`config.mk`:
```
export PLATFORM = sky130hd
export DESIGN_NAME = sleep_wake_ctrl
export DESIGN_NICKNAME = d
export VERILOG_FILES = /design/src/rtl/sleep_wake_pkg.sv /design/src/rtl/swc_pend_detect.sv /design/src/rtl/swc_event_latch.sv /design/src/rtl/swc_power_fsm.sv /design/src/rtl/sleep_wake_ctrl.sv
export SDC_FILE = /design/constraint.sdc
export NUM_CORES = 1
export LEC_CHECK = 0
export BUFFER_PORTS_ARGS = -buffer_cell sky130_fd_sc_hd__buf_2
export CORE_UTILIZATION = 50
export CTS_CLUSTER_DIAMETER = 200
export DETAILED_ROUTE_END_ITERATION = 10
export PLACE_DENSITY = 0.82
export SETUP_SLACK_MARGIN = 0.4
export SLEW_MARGIN = 10
export SYNTH_ARGS = -nofsm -noshare
export SYNTH_HDL_FRONTEND = slang
export SYNTH_SLANG_ARGS = --single-unit
```
`constraint.sdc`:
```
create_clock -name clk -period 3.6 [get_ports clk]
set_input_delay 0.18 -clock clk [delete_from_list [all_inputs] [get_ports clk]]
set_output_delay 0.18 -clock clk [all_outputs]
set_load 0.01 [all_outputs]
```
`src/rtl/sleep_wake_pkg.sv`:
```
// Shared types for the low-power entry and wake controller.
package sleep_wake_pkg;
    // Power state: awake, asleep waiting for an interrupt, asleep waiting
    // for an event, and the single wake-announce cycle.
    typedef enum logic [1:0] {
        PS_RUN  = 2'd0,
        PS_WFI  = 2'd1,
        PS_WFE  = 2'd2,
        PS_WAKE = 2'd3
    } pwr_state_t;
endpackage

```
`src/rtl/swc_pend_detect.sv`:
```
// Interrupt pending observer.
// Finds interrupts whose pending bit rose this cycle (enabled or any) and
// reports whether any enabled interrupt is pending at all.
// Assumes pending levels are synchronous to clk.
module swc_pend_detect #(
    parameter int NUM_IRQ = 8
) (
    input  logic               clk,
    input  logic               rst_n,
    input  logic [NUM_IRQ-1:0] pend_i,
    input  logic [NUM_IRQ-1:0] en_i,
    output logic               rise_any_o,
    output logic               rise_en_o,
    output logic               lvl_en_o
);
    logic [NUM_IRQ-1:0] pend_q;
    logic [NUM_IRQ-1:0] rise;

    // Remember last cycle's pending levels for edge detection.
    always_ff @(posedge clk) begin
        if (!rst_n) pend_q <= '0;
        else        pend_q <= pend_i;
    end

    // Derive per-interrupt rising edges and the summary flags.
    always_comb begin
        rise       = pend_i & ~pend_q;
        rise_any_o = |rise;
        rise_en_o  = |(rise & en_i);
        lvl_en_o   = |(pend_i & en_i);
    end
endmodule

```
`src/rtl/swc_event_latch.sv`:
```
// Sticky one-bit event flag. Clear wins over set in the same cycle.
// Assumes set and clear are single-cycle conditions from the controller.
module swc_event_latch (
    input  logic clk,
    input  logic rst_n,
    input  logic set_i,
    input  logic clr_i,
    output logic flag_o
);
    // Hold the flag until consumed.
    always_ff @(posedge clk) begin
        if (!rst_n)     flag_o <= 1'b0;
        else if (clr_i) flag_o <= 1'b0;
        else if (set_i) flag_o <= 1'b1;
    end
endmodule

```
`src/rtl/swc_power_fsm.sv`:
```
// Sleep state machine. Accepts requests only while awake (priority:
// wait-for-interrupt, wait-for-event, thread return), captures the deep
// mode on entry and announces wake for one cycle before returning to run.
// Assumes the exit request is already qualified by the sleep-on-exit bit.
module swc_power_fsm
    import sleep_wake_pkg::*;
(
    input  logic clk,
    input  logic rst_n,
    input  logic wfi_req_i,
    input  logic wfe_req_i,
    input  logic exit_req_i,
    input  logic cfg_deep_i,
    input  logic evt_flag_i,
    input  logic evt_now_i,
    input  logic irq_lvl_i,
    output logic evt_clr_o,
    output logic sleep_o,
    output logic deep_o,
    output logic wake_o
);
    pwr_state_t state_q, state_d;
    logic       deep_q, deep_d;

    // Next-state and event-consume decisions.
    always_comb begin
        state_d   = state_q;
        deep_d    = deep_q;
        evt_clr_o = 1'b0;
        unique case (state_q)
            PS_RUN: begin
                if (wfi_req_i || (!wfe_req_i && exit_req_i)) begin
                    if (!irq_lvl_i) begin
                        state_d = PS_WFI;
                        deep_d  = cfg_deep_i;
                    end
                end else if (wfe_req_i) begin
                    evt_clr_o = 1'b1;
                    if (!(evt_flag_i || evt_now_i)) begin
                        state_d = PS_WFE;
                        deep_d  = cfg_deep_i;
                    end
                end
            end
            PS_WFI: if (irq_lvl_i) state_d = PS_WAKE;
            PS_WFE: begin
                if (evt_now_i) begin
                    state_d   = PS_WAKE;
                    evt_clr_o = 1'b1;
                end
            end
            PS_WAKE: begin
                state_d = PS_RUN;
                deep_d  = 1'b0;
            end
            default: state_d = PS_RUN;
        endcase
    end

    // State and captured mode registers.
    always_ff @(posedge clk) begin
        if (!rst_n) begin
            state_q <= PS_RUN;
            deep_q  <= 1'b0;
        end else begin
            state_q <= state_d;
            deep_q  <= deep_d;
        end
    end

    // Outputs decode straight from registers.
    always_comb begin
        sleep_o = (state_q != PS_RUN);
        deep_o  = deep_q;
        wake_o  = (state_q == PS_WAKE);
    end
endmodule

```
`src/rtl/sleep_wake_ctrl.sv`:
```
// Low-power entry and wake controller top level.
// Combines event sources, the sticky event flag and the sleep state machine.
// Assumes all inputs are synchronous to clk and strobes last one cycle.
module sleep_wake_ctrl #(
    parameter int NUM_IRQ = 8
) (
    input  logic               clk,
    input  logic               rst_n,
    input  logic               wfi_req_i,
    input  logic               wfe_req_i,
    input  logic               sev_i,
    input  logic               ext_evt_i,
    input  logic               thread_ret_i,
    input  logic [NUM_IRQ-1:0] irq_pend_i,
    input  logic [NUM_IRQ-1:0] irq_en_i,
    input  logic               cfg_exit_sleep_i,
    input  logic               cfg_deep_i,
    input  logic               cfg_pend_evt_i,
    output logic               sleep_o,
    output logic               deep_o,
    output logic               wake_o
);
    logic rise_any, rise_en, lvl_en;
    logic evt_now, evt_flag, evt_clr, exit_req;

    swc_pend_detect #(.NUM_IRQ(NUM_IRQ)) u_pend (
        .clk        (clk),
        .rst_n      (rst_n),
        .pend_i     (irq_pend_i),
        .en_i       (irq_en_i),
        .rise_any_o (rise_any),
        .rise_en_o  (rise_en),
        .lvl_en_o   (lvl_en)
    );

    // Merge every source that counts as an event this cycle.
    always_comb begin
        evt_now  = sev_i | ext_evt_i | rise_en | (cfg_pend_evt_i & rise_any);
        exit_req = thread_ret_i & cfg_exit_sleep_i;
    end

    swc_event_latch u_evt (
        .clk    (clk),
        .rst_n  (rst_n),
        .set_i  (evt_now),
        .clr_i  (evt_clr),
        .flag_o (evt_flag)
    );

    swc_power_fsm u_fsm (
        .clk        (clk),
        .rst_n      (rst_n),
        .wfi_req_i  (wfi_req_i),
        .wfe_req_i  (wfe_req_i),
        .exit_req_i (exit_req),
        .cfg_deep_i (cfg_deep_i),
        .evt_flag_i (evt_flag),
        .evt_now_i  (evt_now),
        .irq_lvl_i  (lvl_en),
        .evt_clr_o  (evt_clr),
        .sleep_o    (sleep_o),
        .deep_o     (deep_o),
        .wake_o     (wake_o)
    );
endmodule

```
# Word-level counts from Yosys, hierarchy flattened
# Cells that the tools add are included.
[word_totals] in_bits=26 regBits=12 wordCells=51 out_inout_bits=3
[classes] muxes=16 n_bitwise=10 reduce_logical=13 eq_ne=8
[op_table] operator="$and A8 B8 Y8" n=3
[op_table] operator="$reduce_or A8 Y1" n=3
[op_table] operator="$mux W2" n=6
[op_table] operator="$not A8 Y8" n=1
[op_table] operator="$pmux W2 S4" n=1
[op_table] operator="$mux W1" n=7
[op_table] operator="$ne A3 B2 Y1 const B" n=2
[op_table] operator="$reduce_and A5 Y1" n=1
[op_table] operator="$eq A2 B2 Y1 const B" n=2
[op_table] operator="$ne A2 B1 Y1 const B" n=2
[op_table] operator="$pmux W1 S2" n=2
[op_table] operator="$reduce_and A4 Y1" n=1
[op_table] operator="$reduce_bool A2 Y1" n=2
[op_table] operator="$ne A3 B3 Y1 const B" n=1
[op_table] operator="$or A1 B1 Y1" n=3
[op_table] operator="$and A1 B1 Y1" n=2
[op_table] operator="$eq A2 B1 Y1 const B" n=1
[op_table] operator="$logic_not A2 Y1" n=1
[op_table] operator="$logic_or A1 B1 Y1" n=2
[op_table] operator="$reduce_or A2 Y1" n=1
[op_table] operator="$logic_and A1 B1 Y1" n=1
[op_table] operator="$logic_not A1 Y1" n=1
[op_table] operator="$not A1 Y1" n=1

# Logic depth before layout (Yosys ltp)
[depth] depth_word=11 ltp_mapped=7 depth_no_buf=7

# Hierarchy
# From an unflattened synthesis, not the netlist that was laid out.
[hier_totals] cells_unflattened=85 area_unflattened_um2=710.7
[by_module_without_submodules] mod="swc_pend_detect" area_per_inst_um2=375.4 cells_per_inst=45 seq_area_each_um2=160.2 n_inst=1
[by_module_without_submodules] mod="swc_power_fsm" area_per_inst_um2=281.5 cells_per_inst=35 seq_area_each_um2=60.1 n_inst=1
[by_module_without_submodules] mod="swc_event_latch" area_per_inst_um2=36.3 cells_per_inst=3 seq_area_each_um2=20.0 n_inst=1
[by_module_without_submodules] mod="sleep_wake_ctrl" area_per_inst_um2=17.5 cells_per_inst=2 seq_area_each_um2=0.0 n_inst=1

# Worst setup path before layout
# Ideal clock, no wire load.
[synth_timing] path_kind="flip-flop to flip-flop" startpoint="reg u_fsm.state_q[0]" endpoint="reg u_fsm.state_q[1]" path_slack_ps=1967 synth_period_minus_slack_ps=1633 path_buffers=0 arrival_ps=1517 required_ps=3484 setup_ps=116 path_stages_with_launch=8 path_cell_list="dfxtp_1 inv_1 ha_1 inv_1 or3_1 a41o_2 a21oi_1 and3b_1"
[synth_via] elab_chain_len=3 word_cells_on_any_way=11 classes_between="eq/ne (8); mux (1); reduce/logical (2)"
[synth_lines] element="from (decl)" line="swc_power_fsm.sv:22" text="pwr_state_t state_q, state_d;"
[synth_lines] element="from (signal assigned)" line="swc_power_fsm.sv:66" text="state_q <= state_d;"
[synth_lines] element="$eq A2 B2 Y1 (tied with other cells)" line="swc_power_fsm.sv:30" text="unique case (state_q)"
[synth_lines] element="$ne A2 B1 Y1 (no line) (tied with other cells)"
[synth_lines] element="$reduce_and A5 Y1 (no line)"
# Several ways; a longest one is shown, not always the timed one.
# A chain may end at the register's enable or synchronous reset.

# Final worst setup path
[layout_timing] startpoint="reg u_fsm.state_q[0]" endpoint="reg u_fsm.state_q[0]"
# Same word-level chain as after synthesis.

==> flow_summary.toml <==
[status]
run_status = "finished clean"

[worst_setup_path]
critPathArrivalTime_ns = 1.92
worst_path_largest_cell_delay_ns = 0.37
worst-setup-path-type = "register to register"
r2r_start = "u_fsm.state_q[0]"
cpMaxStageDelayCell = "sky130_fd_sc_hd__or3_1"
cp-end-kind = "register"
critPathMaxFanout = 5
crit_required_ns = 3.77
timing.reg2reg.worst_path_depth = 7
worstSetupStartpoint = "u_fsm.state_q[0]"
critPathMostFrequentCell = "sky130_fd_sc_hd__inv_1"
ordered_cell_list_for_the_critical_path = "inv_1 -> ha_1 -> inv_1 -> or3_1 -> a41o_2 -> a21oi_1 -> and3b_1"
cp-start-kind = "register"

[place]
port_buffers = 28
placedCellCount = 124
place_congestion = 0.815
dp.final_hpwl_um = 1240
dpl_cell_area_um2 = 882

[global_route]
track_usage = 0.240
grt_pass1_wl_um = 2440
grt_start_max_net_pins = 14
number_of_antenna_violations_at_the_first_check_in_global_routing = 0
grt_overflow = 0
via_count_of_the_first_global_routing_pass = 611

[clocking]
cts-htree-levels = 1
insertion_delay_ns = 0.28
cts_tree = "done"
clock_pin_slew_on_the_worst_setup_and_hold_paths_ns = 0.08
cts-resized-gates = 0
holdBufCountCts = 0
post_cts.repair.setup_buffers = 0
cts_root_buf = "sky130_fd_sc_hd__clkbuf_4"
clock-sinks = 12
cts_buffer_depth = 2
cts-buffers-inserted = 3

[final_layout]
fin_cells = 128
drive_above_1_share = 0.363
areaGrowthSynthToFinish_pct = 26.3
utilization = 0.689
insertedDiodeCount = 0
final_area_um2 = 918
design.final.nets = 144

[yosys]
post-synth-top-area-cell = "sky130_fd_sc_hd__dfxtp_1"
synth_most_common_cell = "sky130_fd_sc_hd__dfxtp_1"
synth_enable_flop_cells = 0
synth_area_um2 = 727
synth.top_cell.area_share = 0.330
yosys_register_bits = 12
synth_fp_nets = 112
yosys-top-cells-area = "sky130_fd_sc_hd__dfxtp_1, sky130_fd_sc_hd__ha_1, sky130_fd_sc_hd__and2_1"
synth_warnings = 0
syn_area_per_cell_um2 = 8.87
most_numerous_cell_types_in_the_synthesized_netlist = "sky130_fd_sc_hd__dfxtp_1, sky130_fd_sc_hd__inv_1, sky130_fd_sc_hd__nand2_1"
ys_async_sr_fraction = 0
syn-instance-count = 82
synth-seq-area-share = 0.330
synthDistinctLibCells = 33
synth_top_flop_cell = "sky130_fd_sc_hd__dfxtp_1"

[route]
post_drt_wl_per_cell_um = 12.1
drt-total-wl_um = 1540
final_antenna_net_count = 0
drt_pre_antenna_iters = 4
drt_drc_violations_left = 0
vias = 691
first_iter_violations = 8
vias_per_cell = 5.40

[sta]
finalCritPeriodShare = 0.487
tightest_slew_ns = 0.413
setup-violations-final = 0
slew_headroom = 0.722
drv_slew = 0
tns_ns = 0
timing.clock.skew_ns = 0.00651
grt_setup_unrepaired = "false"
fmaxAchievable_mhz = 571
finalWorstPathRequiredPeriod_ns = 1.75
whs_ns = 0.146
hold_violations = 0

[floorplanning]
die_height_um = 40.1
start_util = 0.545
ios = 29
fp.dieW_um = 40.1
die-area_um2 = 1610
num_rows = 13
coreArea_um2 = 1330

[pwr]
power.clock.fraction = 0.229
power.share.combinational = 0.402
seq_power_share = 0.369
vdd.ir_drop.worst_mv = 0.399
swShare = 0.353
leakage_nw = 0.464
power_density_nw_per_um2 = 511
p_sw_w = 0.000166
power.internal_w = 0.000304

[hold_path]
min_from = "irq_pend_i[5]"
worst_hold_path.num_cells = 2
hold_class = "input pin to register"

[run]
max_cap_violations = 0
==> worst paths after layout <==
path	slack, ns	end
setup / recovery	1.85	u_fsm.state_q[0]
setup reg to reg	1.85	u_fsm.state_q[0]
hold / removal	0.15	u_pend.pend_q[5]
hold reg to reg	0.52	u_evt.flag_o
==> layer usage <==
| layer | GRT usage | vias up | wire length [um] |
|---|---|---|---|
| li1 | - | 355 | - |
| met1 | 0.240 | 314 | 674 |
| met2 | 0.411 | 20 | 739 |
| met3 | 0.106 | 2 | 105 |
| met4 | 0.129 | 0 | 23 |
| met5 | 0 | - | 0 |
==> state kept, by name (all words and copies together), names as in the netlist <==
signal,count
u_evt.flag_o,1
u_fsm.deep_o,1
u_fsm.state_q,2
u_pend.pend_q,8
==> placed cells by master, fill, tap and decap left out, types with 2 or more instances in the layout <==
cell type and n:
sky130_fd_sc_hd__a21oi_1 4, sky130_fd_sc_hd__nor2_1 4, sky130_fd_sc_hd__and3b_1 2, sky130_fd_sc_hd__nand2_1 8
sky130_fd_sc_hd__buf_2 28, sky130_fd_sc_hd__nand4_1 2, sky130_fd_sc_hd__nand3b_1 5, sky130_fd_sc_hd__ha_1 4
sky130_fd_sc_hd__nand2b_1 3, sky130_fd_sc_hd__and3_1 2, sky130_fd_sc_hd__dfxtp_1 12, sky130_fd_sc_hd__and2_1 7
sky130_fd_sc_hd__clkbuf_4 3, sky130_fd_sc_hd__inv_1 8
==> worst max-delay path, delay by kind of cell, from the launching register on <==
kind	cells	cell delay (ns)
AND/OR/NAND/NOR	2	0.56
AO/OA/AOI/OAI	2	0.41
flip-flops	1	0.35
adder cells (fa/ha/maj)	1	0.17
buffers and inverters	2	0.16
==> through the flow <==
step           worst slack [ns]  total power (W)
5_1_grt                    1.74         0.000505
4_1_cts                    1.86         0.000472
6_report                   1.85         0.000469
2_1_floorplan              1.97         0.000304
3_3_place_gp               1.93         0.000357
3_5_place_dp               1.88         0.000363
==> power groups by stage <==
stage	registers (W)	clock network, W	logic (W)
floorplan	0.000174	0	0.000130
global placement	0.000174	0	0.000183
detailed placement	0.000176	0	0.000187
CTS	0.000173	0.000111	0.000188
global route	0.000177	0.000118	0.000210
finish	0.000173	0.000108	0.000188
==> layout make-up <==
| class | count | area, um^2 |
|---|---|---|
| Timing Repair Buffer | 28 | 140 |
| Sequential cell | 12 | 240 |
| Tap cell | 15 | 18.8 |
| Multi-Input combinational cell | 61 | 453 |
| Fill cell | 116 | 415 |
| Inverter | 8 | 30.0 |
| Clock buffer | 4 | 36.3 |
==> logic make-up (layout without fill, tap and decap cells) <==
kind of cell	count (synthesis)	after routing	synth area share
and+or+nand+nor	40	40	0.351
buffers and inverters	9	40	0.0465
AOI/OAI and AO/OA	17	17	0.203
DFF	12	12	0.330
adders and majority gates	4	4	0.0688
No activity file was read; power rests on OpenSTA's default activity.
